[src/rtl/dram_init_pkg.sv]
package dram_init_pkg;

    localparam int unsigned CMD_ADDR_W = 16;
    localparam int unsigned STEP_W     = 4;

    typedef enum logic [3:0] {
        CMD_MRS   = 4'd0,
        CMD_PALL  = 4'd1,
        CMD_PRE   = 4'd2,
        CMD_DPD   = 4'd3,
        CMD_REFS  = 4'd4,
        CMD_REFA  = 4'd5,
        CMD_CKEL  = 4'd6,
        CMD_NOP   = 4'd7,
        CMD_REFSX = 4'd8,
        CMD_MRR   = 4'd9
    } dram_cmd_e;

    typedef enum logic [1:0] {
        MEM_DDR2   = 2'd0,
        MEM_LPDDR  = 2'd1,
        MEM_LPDDR2 = 2'd2,
        MEM_RSVD   = 2'd3
    } mem_kind_e;

    typedef enum logic [1:0] {
        ST_IDLE  = 2'd0,
        ST_ISSUE = 2'd1,
        ST_WAIT  = 2'd2
    } seq_state_e;

    typedef struct packed {
        dram_cmd_e              cmd;
        logic [1:0]             bank;
        logic [CMD_ADDR_W-1:0]  addr;
        logic                   last;
        logic                   poll;
    } seq_entry_t;

    typedef struct packed {
        seq_state_e         state;
        logic [STEP_W-1:0]  step;
        logic               chip;
        logic               two_chip;
        mem_kind_e          kind;
        logic               done;
    } seq_regs_t;

endpackage

[src/rtl/dram_mode_word.sv]
module dram_mode_word
    import dram_init_pkg::*;
#(
    parameter int unsigned WR_CYC    = 3,
    parameter int unsigned CAS_CYC   = 4,
    parameter int unsigned BURST_LEN = 4
) (
    output logic [CMD_ADDR_W-1:0] mr_plain_o,
    output logic [CMD_ADDR_W-1:0] mr_dll_rst_o
);
    localparam int unsigned BURST_CODE = (BURST_LEN == 8) ? 3 : 2;
    localparam int unsigned MR_VAL     = ((WR_CYC - 1) << 9) | (CAS_CYC << 4) | BURST_CODE;
    localparam int unsigned DLL_RST    = 32'h100;

    assign mr_plain_o   = CMD_ADDR_W'(MR_VAL);
    assign mr_dll_rst_o = CMD_ADDR_W'(MR_VAL | DLL_RST);
endmodule

[src/rtl/dram_seq_rom.sv]
module dram_seq_rom
    import dram_init_pkg::*;
(
    input  mem_kind_e              kind_i,
    input  logic [STEP_W-1:0]      step_i,
    input  logic [CMD_ADDR_W-1:0]  mr_plain_i,
    input  logic [CMD_ADDR_W-1:0]  mr_dll_rst_i,
    output seq_entry_t             entry_o
);
    localparam logic [CMD_ADDR_W-1:0] EMR_BASE = CMD_ADDR_W'(16'h0400);
    localparam logic [CMD_ADDR_W-1:0] EMR_OCD  = CMD_ADDR_W'(16'h0780);

    function automatic seq_entry_t mk(dram_cmd_e c, logic [1:0] b,
                                      logic [CMD_ADDR_W-1:0] a, logic l, logic p);
        seq_entry_t e;
        e.cmd  = c;
        e.bank = b;
        e.addr = a;
        e.last = l;
        e.poll = p;
        return e;
    endfunction

    always_comb begin
        entry_o = mk(CMD_NOP, 2'd0, '0, 1'b1, 1'b0);
        case (kind_i)
            MEM_LPDDR: begin
                case (step_i)
                    4'd0:    entry_o = mk(CMD_PALL, 2'd0, '0,         1'b0, 1'b0);
                    4'd1:    entry_o = mk(CMD_REFA, 2'd0, '0,         1'b0, 1'b0);
                    4'd2:    entry_o = mk(CMD_REFA, 2'd0, '0,         1'b0, 1'b0);
                    4'd3:    entry_o = mk(CMD_MRS,  2'd0, mr_plain_i, 1'b0, 1'b0);
                    default: entry_o = mk(CMD_MRS,  2'd1, EMR_BASE,   1'b1, 1'b0);
                endcase
            end
            MEM_LPDDR2: begin
                case (step_i)
                    4'd0:    entry_o = mk(CMD_NOP, 2'd0, '0,         1'b0, 1'b0);
                    4'd1:    entry_o = mk(CMD_MRS, 2'd0, mr_plain_i, 1'b0, 1'b0);
                    default: entry_o = mk(CMD_MRR, 2'd0, '0,         1'b1, 1'b1);
                endcase
            end
            default: begin
                case (step_i)
                    4'd0:    entry_o = mk(CMD_NOP,  2'd0, '0,           1'b0, 1'b0);
                    4'd1:    entry_o = mk(CMD_PALL, 2'd0, '0,           1'b0, 1'b0);
                    4'd2:    entry_o = mk(CMD_MRS,  2'd2, '0,           1'b0, 1'b0);
                    4'd3:    entry_o = mk(CMD_MRS,  2'd3, '0,           1'b0, 1'b0);
                    4'd4:    entry_o = mk(CMD_MRS,  2'd1, EMR_BASE,     1'b0, 1'b0);
                    4'd5:    entry_o = mk(CMD_MRS,  2'd0, mr_dll_rst_i, 1'b0, 1'b0);
                    4'd6:    entry_o = mk(CMD_PALL, 2'd0, '0,           1'b0, 1'b0);
                    4'd7:    entry_o = mk(CMD_REFA, 2'd0, '0,           1'b0, 1'b0);
                    4'd8:    entry_o = mk(CMD_REFA, 2'd0, '0,           1'b0, 1'b0);
                    4'd9:    entry_o = mk(CMD_MRS,  2'd0, mr_plain_i,   1'b0, 1'b0);
                    4'd10:   entry_o = mk(CMD_MRS,  2'd1, EMR_OCD,      1'b0, 1'b0);
                    default: entry_o = mk(CMD_MRS,  2'd1, EMR_BASE,     1'b1, 1'b0);
                endcase
            end
        endcase
    end
endmodule

[src/rtl/dram_init_seq.sv]
module dram_init_seq
    import dram_init_pkg::*;
#(
    parameter int unsigned WR_CYC    = 3,
    parameter int unsigned CAS_CYC   = 4,
    parameter int unsigned BURST_LEN = 4,
    parameter int unsigned WORD_W    = 32
) (
    input  logic              clk,
    input  logic              rst_n,
    input  logic              start_i,
    input  logic [1:0]        mem_type_i,
    input  logic              two_chip_i,
    input  logic              cmd_ack_i,
    input  logic              mr_busy_i,
    output logic              cmd_valid_o,
    output logic [WORD_W-1:0] cmd_word_o,
    output logic              busy_o,
    output logic              done_o
);
    localparam int unsigned CODE_LSB = 24;
    localparam int unsigned CHIP_BIT = 20;
    localparam int unsigned BANK_LSB = 16;

    seq_regs_t r_d, r_q;
    seq_entry_t entry;
    logic [CMD_ADDR_W-1:0] mr_plain, mr_dll_rst;

    dram_mode_word #(
        .WR_CYC   (WR_CYC),
        .CAS_CYC  (CAS_CYC),
        .BURST_LEN(BURST_LEN)
    ) i_mode_word (
        .mr_plain_o  (mr_plain),
        .mr_dll_rst_o(mr_dll_rst)
    );

    dram_seq_rom i_seq_rom (
        .kind_i      (r_q.kind),
        .step_i      (r_q.step),
        .mr_plain_i  (mr_plain),
        .mr_dll_rst_i(mr_dll_rst),
        .entry_o     (entry)
    );

    always_comb begin
        r_d = r_q;
        case (r_q.state)
            ST_IDLE: begin
                if (start_i) begin
                    r_d.state    = ST_ISSUE;
                    r_d.step     = '0;
                    r_d.chip     = 1'b0;
                    r_d.two_chip = two_chip_i;
                    r_d.kind     = mem_kind_e'(mem_type_i);
                    r_d.done     = 1'b0;
                end
            end
            ST_ISSUE: r_d.state = ST_WAIT;
            ST_WAIT: begin
                if (cmd_ack_i) begin
                    if (entry.poll && mr_busy_i) begin
                        r_d.state = ST_ISSUE;
                    end else if (entry.last) begin
                        if (!r_q.chip && r_q.two_chip) begin
                            r_d.chip  = 1'b1;
                            r_d.step  = '0;
                            r_d.state = ST_ISSUE;
                        end else begin
                            r_d.state = ST_IDLE;
                            r_d.done  = 1'b1;
                        end
                    end else begin
                        r_d.step  = r_q.step + 1'b1;
                        r_d.state = ST_ISSUE;
                    end
                end
            end
            default: r_d.state = ST_IDLE;
        endcase
    end

    always_ff @(posedge clk or negedge rst_n) begin
        if (!rst_n) begin
            r_q.state    <= ST_IDLE;
            r_q.step     <= '0;
            r_q.chip     <= 1'b0;
            r_q.two_chip <= 1'b0;
            r_q.kind     <= MEM_DDR2;
            r_q.done     <= 1'b0;
        end else begin
            r_q <= r_d;
        end
    end

    always_comb begin
        cmd_word_o = '0;
        cmd_word_o[CODE_LSB +: 4]       = entry.cmd;
        cmd_word_o[CHIP_BIT]            = r_q.chip;
        cmd_word_o[BANK_LSB +: 2]       = entry.bank;
        cmd_word_o[0 +: CMD_ADDR_W]     = entry.addr;
    end

    assign cmd_valid_o = (r_q.state == ST_ISSUE);
    assign busy_o      = (r_q.state != ST_IDLE);
    assign done_o      = r_q.done;
endmodule

[config.mk]
export PLATFORM = sky130hd
export DESIGN_NAME = dram_init_seq
export DESIGN_NICKNAME = d
export VERILOG_FILES = /design/src/rtl/dram_init_pkg.sv /design/src/rtl/dram_mode_word.sv /design/src/rtl/dram_seq_rom.sv /design/src/rtl/dram_init_seq.sv
export SDC_FILE = /design/constraint.sdc
export NUM_CORES = 1
export LEC_CHECK = 0
export ABC_AREA = 0
export CELL_PAD_IN_SITES_DETAIL_PLACEMENT = 1
export CELL_PAD_IN_SITES_GLOBAL_PLACEMENT = 2
export CORE_MARGIN = 8
export CORE_UTILIZATION = 27
export CTS_BUF_LIST = sky130_fd_sc_hd__clkbuf_8
export DETAILED_ROUTE_END_ITERATION = 12
export PLACE_DENSITY_LB_ADDON = 0.3
export SETUP_SLACK_MARGIN = 0.3
export SLEW_MARGIN = 20
export SYNTH_ARGS = -nofsm -noshare
export SYNTH_HDL_FRONTEND = slang
export SYNTH_SLANG_ARGS = --single-unit
[constraint.sdc]
create_clock -name clk -period 4.55 [get_ports clk]
set_clock_uncertainty 0.05 [all_clocks]
set_input_delay 1.365 -clock clk [delete_from_list [all_inputs] [get_ports clk]]
set_output_delay 1.365 -clock clk [all_outputs]
set_load 0.02 [all_outputs]
; ---- After elaboration in Yosys (flattened, before gate mapping)
; Index checks and enable logic that the tools add are counted.
[totals]
out_inout_bits = 35
inputBits = 8
word_cells = 62
ff_bits = 11
[op_classes]
reduce_logical = 15
n_addsub = 1
mux = 19
eq_ne = 21
[op_table]
columns = operator, n
row1 = $pmux 23 s9, 1
row2 = $pmux 24 s2, 2
row3 = $pmux 23 s3, 1
row4 = $eq 4x3->1 const B, 4
row5 = $mux 5, 3
row6 = $eq 4x4->1 const B, 3
row7 = $ne 2x2->1 const B, 6
row8 = $reduce_and 6->1, 2
row9 = $mux 11, 1
row10 = $pmux 5 s2, 1
row11 = $eq 4x2->1 const B, 2
row12 = $mux 1, 7
row13 = $mux 7, 1
row14 = $pmux 2 s3, 1
row15 = $reduce_or 2->1, 3
row16 = $reduce_and 5->1, 1
row17 = $add 4x1->4 const B, 1
row18 = $eq 2x1->1 const B, 2
row19 = $eq 2x2->1 const B, 2
row20 = $eq 4x1->1 const B, 1
row21 = $logic_not 4->1, 1
row22 = $reduce_and 2->1, 2
row23 = $reduce_bool 2->1, 2
row24 = $ne 3x3->1 const B, 1
row25 = other kinds (4), 5

; ---- Depth between registers and ports, before layout
[logic_depth]
depth_word = 8
ltp_mapped = 8
ltp_nobuf = 7

; ---- By module
; From an unflattened synthesis, not the netlist that was laid out.
[hier_totals]
hier_cells = 197
area_unflattened_um2 = 1615.3
[by_module_without_submodules]
columns = module, cells_each, area_per_inst_um2, seq_area_each_um2, instances
row1 = dram_seq_rom, 100, 714.4, 0.0, 1
row2 = dram_init_seq, 63, 653.1, 275.3, 1
row3 = dram_mode_word, 34, 247.7, 0.0, 1

; ---- Worst setup path before layout
; Ideal clock, no wire load.
[synth_path]
kind = register to output
start = register r_q[1] in the netlist's numbering
end = output port cmd_word_o[6]
slack_ns = 1.252
t_arrival_ns = 1.883
required_time_ns = 3.135
path_stages_with_launch = 6
path_buffers = 2
cell_sequence = dfrtp_1 -> inv_1 -> ha_1 -> clkbuf_1 -> o31ai_1 -> buf_4
[synth_via]
elab_chain_len = 2
elab_cells_between_ends = 3
cone_classes = eq/ne (2) / mux (1)
[synth_lines]
columns = element, line
row1 = from (decl), dram_init_seq.sv:25  ; seq_regs_t r_d, r_q;
row2 = from (signal assigned), dram_init_seq.sv:92  ; r_q <= r_d;
row3 = $eq 2x2->1 / $eq 2x1->1 (equally long branches), dram_seq_rom.sv:26  ; case (kind_i)
row4 = $pmux 24 s2 *, dram_seq_rom.sv:26
row5 = to (decl), dram_init_seq.sv:17  ; output logic [WORD_W-1:0] cmd_word_o,
; Mark *: on every way between the ends. The rest lies on a longest branch, timed or not.

; ---- Final worst setup path
[layout_path]
start = register r_q[5] in the netlist's numbering
end = output port cmd_word_o[16]
[layout_via]
elab_chain_len = 4
elab_cells_between_ends = 17
cone_classes = eq/ne (10) / mux (3) / reduce/logical (4)
[layout_lines]
columns = element, line
row1 = $eq 4x3->1 (tied with other cells), dram_seq_rom.sv:44  ; case (step_i)
row2 = $reduce_or 2->1 (no line), -
row3 = $pmux 23 s9 / $pmux 23 s3 (equally long branches), "dram_seq_rom.sv:44, dram_seq_rom.sv:28"
row4 = $pmux 24 s2 *, dram_seq_rom.sv:26
; Marked as above.

==> out/metrics.cfg <==
[finish]
drive_gt1_share_pct = 7.32
antenna-diode-count = 0
final_cell_area_sq_mm = 0.00137
mostFrequentLayoutCells = clkdlybuf4s50_1 (23), conb_1 (19), nor2_1 (11), dfrtp_1 (11)
final_nets = 179
area.growth.synth_to_final_pct = 17.8
final_common_cell = clkdlybuf4s50_1

[sta]
worst_slew_pin_slew_ns = 0.652
post-route-period-util_pct = 86.0
holdWs_ns = 0.479
maxSlewViolCount = 0
hold_viol_final = 0
finalSetupViolations = 0
max_freq_mhz = 255
max_slew_margin_pct = 56.6
rsz0062_at_grt = false
setup_tns_ns = 0
period_needed_ns = 3.91

[clocking]
insertion_delay_ns = 0.24
clockBufferDepth = 2
cts_buffers = 3
postCtsSetupBuffers = 0
cts_root_buffer = clkbuf_8
clkSinkCount = 11
cts.clk_slew.worst_paths_ns = 0.05
holdBufCountCts = 0
cts_resized = 0
cts_tree = yes
h-tree-depth = 1

[synth]
ys_warn_count = 0
yosys.cell_types.count = 41
async_flop_share_pct = 100
avgSynthCellArea_sq_um = 7.87
ys_ff_latch = 11
synthesis.area_sq_mm = 0.00116
yosysSeqAreaShare_pct = 23.6
syn-instance-count = 148
ys.flop_type = dfrtp_1
synth-edff-count = 0

[grt]
first_global_vias = 1098
track_usage_pct = 9.88
grt_pass1_wl_um = 5250
grt-ovfl-total = 0
antenna_found_initial = 0
grt_max_degree = 21

[die]
die-area_sq_mm = 0.00667
core_area_sq_mm = 0.00426
initial_core_util_pct = 27.3
rows = 24
die_h_um = 81.7
die_w_um = 81.7
io_pins = 43

[worst_setup_path]
endpoint_kind = primary output
cp-start-kind = register
crit_type = register to primary output
slowest_delay_ns = 0.63
cp.arrival_ns = 2.50
path_cells = inv_1 -> ha_1 -> nor4_2 -> o21a_1 -> nor2_1 -> a21oi_1 -> clkdlybuf4s50_1
reg2reg_depth = 7
cp_max_fo = 10
crit_slowest_cell = clkdlybuf4s50_1
required_ns = 3.13

[detailed_routing]
wirelength_um = 3170
drt_iter0_drc = 51
route.met3.wl_um = 211
vias_per_cell = 4.76
met2_length_um = 1560
drtPass1Iterations = 4
antenna_left = 0
m1WireLength_um = 1380
avgRoutedWirePerCell_um = 14.7
topRoutingLayerUsed = met4
drc = 0
dr_total_vias = 1029

[hold_path]
holdCritPathClass = register to register
worstHoldPathCells = 1

[power]
power_density_mw_per_mm2 = 719
max-vdd-ir-drop_mv = 0.278
leakage_uw = 0.000599

[placement]
dp_hpwl_um = 2490
placed_cell_area_sq_mm = 0.00133
portBuffers = 23
gp_congestion = 0.790

[flow_run]
max_cap_viol_count = 0

[outcome]
outcome = finished, final reports clean

[registers in the layout (all words and copies together) (netlist names)]
name,flops
r_q,9
done_o,1
cmd_word_o,1
[synthesized netlist by cell type (2+ instances only)]
cell      number  area [sq um]
buf_4         22           165
dfrtp_1       11           275
nor2_1        11          41.3
nand2_1       10          37.5
inv_1          9          33.8
o21ai_0        8          40.0
a21oi_1        6          30.0
ha_1           6          75.1
nor2b_1        6          37.5
nor3_1         6          30.0
clkbuf_1       4          15.0
a22o_1         3          26.3
a32o_1         3          30.0
o21a_1         3          22.5
o21ai_1        3          15.0
o22ai_1        3          18.8
a211oi_1       2          15.0
a21o_1         2          15.0
a31oi_1        2          12.5
and2_1         2          12.5
nand2b_1       2          12.5
nand3_1        2          10.0
o21ai_2        2          17.5
o31ai_1        2          15.0
or2_2          2          12.5
[metrics by stage]
stage               util, %  std cells  total power [uW]  worst slack (ns)
global placement       31.1        212               889             0.969
global route           32.2        216              1080             0.397
detailed placement     31.1        212               901             0.879
finish                 32.2        216               986             0.635
CTS                    32.2        216              1000             0.606
floorplan                 -        166               664              1.25
[critical path, delay by kind of cell (launching register included)]
family / cells / cell delay, ns
DFF: 1 / 0.41
adders and majority gates: 1 / 0.34
and+or+nand+nor: 2 / 0.44
buffers and inverters: 2 / 0.72
AOI/OAI and AO/OA: 2 / 0.36
[kinds of logic (layout without fill, tap and decap cells)]
family | after synthesis | count (layout) | share of synthesized area [%]
buffers and inverters | 38 | 36 | 20.1
adder cells (fa/ha/maj) | 6 | 6 | 6.44
other | 1 | 19 | 0.322
XOR/XNOR | 1 | 1 | 0.752
AO/OA/AOI/OAI | 44 | 44 | 28.0
flip-flops | 11 | 11 | 23.6
AND/OR/NAND/NOR | 47 | 47 | 20.7
[power breakdown]
part | internal, uW | switching [uW]
Sequential | 132 | 31.6
Clock | 59.2 | 35.8
Combinational | 307 | 421
[metal layers]
metal	vias to the layer above	track usage [%]
met5	-	0
met4	0	3.68
met3	4	2.41
met2	23	17.2
met1	493	11.4
li1	509	-
[final cells by class]
class / instances / area [sq um]
clock buffers: 3 / 41.3
clock inverters: 1 / 3.75
fillers: 544 / 2890
inverters: 9 / 33.8
multi-input cells: 117 / 723
flip-flops and latches: 11 / 275
well taps: 52 / 65.1
repair buffers: 23 / 230
[path summary, 6_finish.rpt]
check | startpoint | to | slack, ns
worst max register to register | r_q[1] | r_q[5] | 2.21
worst min-delay path | done_o | done_o | 0.48
min in group asynchronous | rst_n | r_q[9] | 1.42
max in group asynchronous | rst_n | r_q[7] | 2.69
worst max-delay path | r_q[5] | cmd_word_o[16] | 0.64
worst min register to register | done_o | done_o | 0.48
No activity file was read; power rests on OpenSTA's default activity.
